### config.mk
export PLATFORM = sky130hd
export DESIGN_NAME = dma_irq_status
export DESIGN_NICKNAME = d
export VERILOG_FILES = /design/src/rtl/dma_irq_pkg.sv /design/src/rtl/dma_irq_chan.sv /design/src/rtl/dma_irq_merge.sv /design/src/rtl/dma_irq_rdport.sv /design/src/rtl/dma_irq_status.sv
export SDC_FILE = /design/constraint.sdc
export NUM_CORES = 1
export LEC_CHECK = 0
export ABC_AREA = 1
export ABC_CLOCK_PERIOD_IN_PS = 1850
export BUFFER_PORTS_ARGS = -buffer_cell sky130_fd_sc_hd__buf_2
export CELL_PAD_IN_SITES_DETAIL_PLACEMENT = 1
export CELL_PAD_IN_SITES_GLOBAL_PLACEMENT = 1
export CORE_UTILIZATION = 36
export CTS_CLUSTER_DIAMETER = 30
export CTS_CLUSTER_SIZE = 28
export DETAILED_ROUTE_END_ITERATION = 6
export PLACE_DENSITY_LB_ADDON = 0.1
export SYNTH_ARGS = -nofsm -noshare
export SYNTH_HDL_FRONTEND = slang
export SYNTH_SLANG_ARGS = --single-unit
### constraint.sdc
create_clock -name clk_i -period 1.85 [get_ports clk_i]
set_input_delay 0.185 -clock clk_i [delete_from_list [all_inputs] [get_ports clk_i]]
set_output_delay 0.185 -clock clk_i [all_outputs]
set_load 0.1 [all_outputs]
### src/rtl/dma_irq_pkg.sv
`timescale 1ns/1ps
package dma_irq_pkg;
  localparam int EVT_W  = 6;
  localparam int STAT_W = EVT_W + 1;
  localparam int REG_W  = 16;
  localparam logic [EVT_W-1:0] EN_RST = 6'h03;
  localparam logic ADDR_EN   = 1'b0;
  localparam logic ADDR_STAT = 1'b1;
  localparam int EV_TIMEOUT  = 0;
  localparam int EV_BLOCK    = 1;
  localparam int EV_FRAME    = 2;
  localparam int EV_HALF     = 3;
  localparam int EV_LAST     = 4;
  localparam int EV_PKT      = 5;
endpackage

### src/rtl/dma_irq_chan.sv
`timescale 1ns/1ps
module dma_irq_chan
  import dma_irq_pkg::*;
(
  input  logic              clk_i,
  input  logic              rst_ni,
  input  logic              en_we_i,
  input  logic [EVT_W-1:0]  en_wdata_i,
  input  logic [EVT_W-1:0]  evt_i,
  input  logic              sync_i,
  input  logic              clr_i,
  output logic [EVT_W-1:0]  en_o,
  output logic [STAT_W-1:0] stat_o
);
  logic [EVT_W-1:0] en_q;
  logic [EVT_W-1:0] ev_q;
  logic             sync_q;
  logic [EVT_W-1:0] ev_kept;

  // clear first, then merge new events so a coincident event survives
  assign ev_kept = clr_i ? '0 : ev_q;

  always_ff @(posedge clk_i or negedge rst_ni) begin
    if (!rst_ni) begin
      en_q   <= EN_RST;
      ev_q   <= '0;
      sync_q <= 1'b0;
    end else begin
      if (en_we_i) en_q <= en_wdata_i;
      ev_q   <= ev_kept | (evt_i & en_q);
      sync_q <= sync_i;
    end
  end

  assign en_o   = en_q;
  assign stat_o = {sync_q, ev_q};
endmodule

### src/rtl/dma_irq_merge.sv
`timescale 1ns/1ps
module dma_irq_merge
  import dma_irq_pkg::*;
#(
  parameter int NUM_CH    = 9,
  parameter int PAIR_BASE = 6,
  parameter int PAIR_NUM  = 3
) (
  input  logic                    legacy_i,
  input  logic [NUM_CH*EVT_W-1:0] ev_i,
  output logic [NUM_CH-1:0]       irq_o
);
  logic [NUM_CH-1:0] own;

  for (genvar c = 0; c < NUM_CH; c++) begin : g_line
    assign own[c] = |ev_i[c*EVT_W +: EVT_W];
  end

  for (genvar c = 0; c < NUM_CH; c++) begin : g_map
    if (c < PAIR_NUM && c + PAIR_BASE < NUM_CH) begin : g_low
      assign irq_o[c] = own[c] | (legacy_i & own[c+PAIR_BASE]);
    end else if (c >= PAIR_BASE && c < PAIR_BASE + PAIR_NUM) begin : g_high
      assign irq_o[c] = own[c] & ~legacy_i;
    end else begin : g_solo
      assign irq_o[c] = own[c];
    end
  end
endmodule

### src/rtl/dma_irq_rdport.sv
`timescale 1ns/1ps
module dma_irq_rdport
  import dma_irq_pkg::*;
#(
  parameter int NUM_CH    = 9,
  parameter int PAIR_BASE = 6,
  parameter int PAIR_NUM  = 3,
  parameter int CH_W      = 4
) (
  input  logic                     legacy_i,
  input  logic                     rd_en_i,
  input  logic [CH_W-1:0]          sel_i,
  input  logic                     addr_i,
  input  logic [NUM_CH*EVT_W-1:0]  en_i,
  input  logic [NUM_CH*STAT_W-1:0] stat_i,
  output logic [REG_W-1:0]         rdata_o,
  output logic [NUM_CH-1:0]        clr_o
);
  int                sel_n;
  int                pidx;
  logic              in_rng;
  logic              has_p;
  logic [EVT_W-1:0]  en_own;
  logic [STAT_W-1:0] st_own;
  logic [EVT_W-1:0]  pst;

  always_comb begin
    sel_n  = int'(sel_i);
    in_rng = sel_n < NUM_CH;
    has_p  = 1'b0;
    pidx   = -1;
    if (sel_n < PAIR_NUM && sel_n + PAIR_BASE < NUM_CH) begin
      pidx  = sel_n + PAIR_BASE;
      has_p = 1'b1;
    end else if (sel_n >= PAIR_BASE && sel_n < PAIR_BASE + PAIR_NUM && sel_n < NUM_CH) begin
      pidx  = sel_n - PAIR_BASE;
      has_p = 1'b1;
    end
    has_p = has_p & legacy_i;

    en_own = '0;
    st_own = '0;
    pst    = '0;
    for (int c = 0; c < NUM_CH; c++) begin
      if (sel_n == c) begin
        en_own = en_i[c*EVT_W +: EVT_W];
        st_own = stat_i[c*STAT_W +: STAT_W];
      end
      if (has_p && pidx == c) pst = stat_i[c*STAT_W +: EVT_W];
    end

    rdata_o = '0;
    if (in_rng) begin
      if (addr_i == ADDR_EN) rdata_o = REG_W'(en_own);
      else                   rdata_o = REG_W'(st_own) | (REG_W'(pst) << EVT_W);
    end

    for (int c = 0; c < NUM_CH; c++) begin
      clr_o[c] = rd_en_i && (addr_i == ADDR_STAT) && in_rng &&
                 ((sel_n == c) || (has_p && pidx == c));
    end
  end
endmodule

### src/rtl/dma_irq_status.sv
`timescale 1ns/1ps
module dma_irq_status
  import dma_irq_pkg::*;
#(
  parameter int NUM_CH    = 9,
  parameter int PAIR_BASE = 6,
  parameter int PAIR_NUM  = 3,
  parameter int CH_W      = $clog2(NUM_CH)
) (
  input  logic                    clk_i,
  input  logic                    rst_ni,
  input  logic                    legacy_i,
  input  logic [NUM_CH*EVT_W-1:0] evt_i,
  input  logic [NUM_CH-1:0]       active_i,
  input  logic [NUM_CH-1:0]       sync_mode_i,
  input  logic [CH_W-1:0]         sel_i,
  input  logic                    addr_i,
  input  logic                    wr_en_i,
  input  logic                    rd_en_i,
  input  logic [REG_W-1:0]        wdata_i,
  output logic [REG_W-1:0]        rdata_o,
  output logic [NUM_CH-1:0]       irq_o
);
  logic [NUM_CH-1:0]        en_we;
  logic [NUM_CH-1:0]        clr;
  logic [NUM_CH*EVT_W-1:0]  en_flat;
  logic [NUM_CH*STAT_W-1:0] stat_flat;
  logic [NUM_CH*EVT_W-1:0]  ev_flat;
  logic                     unused_wdata;

  assign unused_wdata = ^wdata_i[REG_W-1:EVT_W];

  for (genvar c = 0; c < NUM_CH; c++) begin : g_ch
    assign en_we[c] = wr_en_i && (addr_i == ADDR_EN) && (int'(sel_i) == c);

    dma_irq_chan u_chan (
      .clk_i      (clk_i),
      .rst_ni     (rst_ni),
      .en_we_i    (en_we[c]),
      .en_wdata_i (wdata_i[EVT_W-1:0]),
      .evt_i      (evt_i[c*EVT_W +: EVT_W]),
      .sync_i     (active_i[c] & sync_mode_i[c]),
      .clr_i      (clr[c]),
      .en_o       (en_flat[c*EVT_W +: EVT_W]),
      .stat_o     (stat_flat[c*STAT_W +: STAT_W])
    );

    assign ev_flat[c*EVT_W +: EVT_W] = stat_flat[c*STAT_W +: EVT_W];
  end

  dma_irq_rdport #(
    .NUM_CH(NUM_CH), .PAIR_BASE(PAIR_BASE), .PAIR_NUM(PAIR_NUM), .CH_W(CH_W)
  ) u_rdport (
    .legacy_i (legacy_i),
    .rd_en_i  (rd_en_i),
    .sel_i    (sel_i),
    .addr_i   (addr_i),
    .en_i     (en_flat),
    .stat_i   (stat_flat),
    .rdata_o  (rdata_o),
    .clr_o    (clr)
  );

  dma_irq_merge #(
    .NUM_CH(NUM_CH), .PAIR_BASE(PAIR_BASE), .PAIR_NUM(PAIR_NUM)
  ) u_merge (
    .legacy_i (legacy_i),
    .ev_i     (ev_flat),
    .irq_o    (irq_o)
  );
endmodule

==> results.sh <==
export IMPL_drt_pass1_iter_count=5
export IMPL_hold_ws_ps=4.42
export IMPL_drt_iter0_drc=421
export IMPL_worstHoldPathCells=3
export IMPL_cp_start_kind="input pin"
export IMPL_slew_viol_final=0
export IMPL_timing_fmax_ghz=0.393
export IMPL_clk_path_buf_depth=2
export IMPL_yosysTopAreaCellShare_pct=40.3
export IMPL_r2r_start="g_ch[0].u_chan.en_o[5]$_DFFE_PN0P_"
export IMPL_cp_arrival_ps=2360
export IMPL_clk_latency_ps=420
export IMPL_synth_largest_area_cell="dfrtp_1"
export IMPL_r2r_slack_ps=890
export IMPL_grt_usage_pct=33.6
export IMPL_cp_top_family="simple AND/OR/NAND/NOR gates"
export IMPL_place_area_um2=8250
export IMPL_grt_overflow_total=0
export IMPL_clk_pin_slew_ps=60
export IMPL_grt_pass1_vias=7911
export IMPL_period_share_pct=138
export IMPL_maxCapViolCount=0
export IMPL_ant_nets=0
export IMPL_rows=47
export IMPL_grt_max_degree=42
export IMPL_finalSetupViolCount=29
export IMPL_synth_area_um2=6140
export IMPL_crit_chain="buf_12, inv_12, ha_4, inv_2, nand2_2, nand2_2, nand2_2, nand2_4, inv_4, nand2_4, nand2_4, nor2_4, nand2_2, nor2_4, buf_6, nand2_4, nand4_1, nor2_1, nand4_1, nand2_1, clkinvlp_4, buf_12"
export IMPL_crit_path_end_kind="output pin"
export IMPL_via_per_inst=5.30
export IMPL_num_nets_final=1247
export IMPL_place_congestion=0.971
export IMPL_worstRegToRegCells=4
export IMPL_cts_sinks=117
export IMPL_grt_pass1_wl_um=44300
export IMPL_fill_cells=1980
export IMPL_crit_type="input pin to output pin"
export IMPL_crit_fanout=5
export IMPL_cpMaxStageDelayCell="nor2_4"
export IMPL_rsz0062_at_grt="yes"
export IMPL_vias=7311
export IMPL_die_h_um=133
export IMPL_synth_area_leaders="dfrtp_1 40%, nand2_1 14%, o21ai_0 9.6%, dfstp_2 7.7%, inv_1 7.0%"
export IMPL_yosysWarnings=0
export IMPL_start_util_pct=36.9
export IMPL_finalHoldViolCount=0
export IMPL_skew_ps=8.49
export IMPL_status="complete, but fails checks"
export IMPL_path_buf_inv=7
export IMPL_ys_ff_latch=117
export IMPL_drc=0
export IMPL_area_growth_pct=67.8
export IMPL_antenna_found_initial=0
export IMPL_htree_levels=4
export IMPL_violations="negative setup slack"
export IMPL_hold_end="g_ch[2].u_chan.ev_q[4]$_DFF_PN0_"
export IMPL_coreArea_um2=16600
export IMPL_drt_wirelength_per_cell_um=21.2
export IMPL_layout_setup_ws_ps=-695
export IMPL_required_ps=1660
export IMPL_portBuffers=108
export IMPL_layout_min_cycle_time_ps=2540
export IMPL_ios=123
export IMPL_hold_class="input pin to flop"
export IMPL_ys_seq_area_share_pct=48.0
export IMPL_setup_worst_path_start="sel_i[1]"
export IMPL_routed_wl_um=29300
export IMPL_avgSynthCellArea_um2=7.51
export IMPL_cts_made_buffers=17
export IMPL_cts_tree="done"
export IMPL_dieArea_um2=17600
export IMPL_p_per_area_nw_per_um2=865
export IMPL_stdcell_area_um2=10300
export IMPL_layout_drive_gt1_share_pct=43.1
export IMPL_synth_distinct_cells=36
export IMPL_antenna_cells=0
export IMPL_dp_hpwl_um=20800
export IMPL_cellLeakagePower_uw=0.00497
export IMPL_root_buffer="clkbuf_16"
export IMPL_slowest_delay_ps=230
export IMPL_timing_rr_end="g_ch[0].u_chan.ev_q[5]$_DFF_PN0_"
export IMPL_die_w_um=133
export IMPL_ir_drop_uv=673
export IMPL_hold_start="evt_i[16]"
export IMPL_syn_inst=818
## cells in the final DEF (no fill, tap or decap), drive strengths merged, types with 2 or more instances in the layout
master / count
clkbuf: 18
dfstp: 18
nor2: 52
inv: 120
nand4: 21
nand2: 244
o2111ai: 3
dlygate4sd3: 35
conb: 4
clkinvlp: 12
clkinv: 3
o31ai: 2
nor3b: 2
nand3: 36
o22ai: 7
o21ai: 135
a22o: 3
a221oi: 2
ha: 3
nor3: 4
a21oi: 23
o211ai: 4
buf: 293
dfrtp: 99
nor4: 10
## per-layer routing
metal	part of all wire [%]	up-vias	track usage, %
met5	0	-	0
li1	-	3331	-
met1	43	3660	43.3
met4	2.7	0	12.1
met2	49	259	56.5
met3	5.5	61	5.94
## kinds of logic (layout without fill, tap and decap cells)
group           Yosys count  count (layout)  share of synthesized area [%]
buf+inv                 144             482                           9.14
compound gates          183             183                           16.3
other cells               1               4                         0.0610
flops                   117             117                           48.0
simple gates            370             370                           25.9
fa+ha+maj                 3               3                          0.611
## worst max-delay path by stage
stage                       end  slack [ps]  cells past startpoint
floorplan            rdata_o[6]        -390                     19
global placement    rdata_o[11]        -820                     19
detailed placement  rdata_o[11]        -850                     16
CTS                 rdata_o[11]        -630                     21
global route         rdata_o[9]        -820                     20
finish               rdata_o[8]        -690                     22
## timing repair
item,4_1_cts,5_1_grt
endpoints found under the hold margin,112,0
resized for setup,158,82
buffers inserted,32,12
setup endpoints to repair,50,67
cloned,1,0
hold buffers,35,0
pin swaps,51,42
## cells in the mapped netlist
library cell  number
a211oi_2           1
nand2_1          237
a221oi_1           2
nor2_2             6
o221ai_1           1
o32ai_1            1
o211ai_1           4
o21ai_1           17
inv_1            114
o21ai_0          118
nor3_1             4
buf_2              4
o22ai_1            7
and2_1             1
nand4_1           21
a21oi_2            3
conb_1             1
buf_4              4
nor3b_1            2
inv_2              6
a21oi_1           20
nand3_1           36
dfstp_2           18
o31ai_1            2
a22o_1             3
ha_1               3
o2111ai_1          3
nor2_4             4
clkbuf_1          13
dfrtp_1           99
nor4_1            10
a221o_1            1
clkbuf_2           1
nand2_2            7
clkinv_1           2
nor2_1            42
## layout make-up
cell class | instances | area [µm²] | area share [%]
clock inverter | 14 | 144 | 1.40
inverter | 122 | 531 | 5.15
clock buffer | 18 | 429 | 4.16
sequential | 117 | 2960 | 28.7
multi-input combinational | 560 | 3230 | 31.3
tap | 220 | 275 | 2.67
timing repair buffer | 328 | 2750 | 26.6
## flip-flops by register name (all words and copies together), names as in the netlist
name / count
g_ch.u_chan.ev_q: 54
g_ch.u_chan.en_o: 54
g_ch.u_chan.sync_q: 9
## per-stage QoR
step | setup WS, ps | instances | total power (µW) | TNS (ps) | utilization (%)
2_1_floorplan | -388 | 821 | 4130 | -2140 | -
3_3_place_gp | -816 | 1272 | 5130 | -26980 | 49.6
3_5_place_dp | -850 | 1272 | 5210 | -33740 | 49.6
4_1_cts | -628 | 1368 | 8720 | -8660 | 59.8
5_1_grt | -816 | 1379 | 9250 | -13140 | 62.0
6_report | -695 | 1379 | 8910 | -10250 | 62.0
## power breakdown
part           internal (µW)  switching (µW)  total (µW)
clock network           1890            1360        3240
registers               3030             393        3420
logic                    966            1290        2250
total                   5880            3030        8910
## tightest hold or removal path: stages
cell,delay (ps)
buf_2,80
nand2_1,50
o21ai_1,70
(Power assumes the default switching activity.)
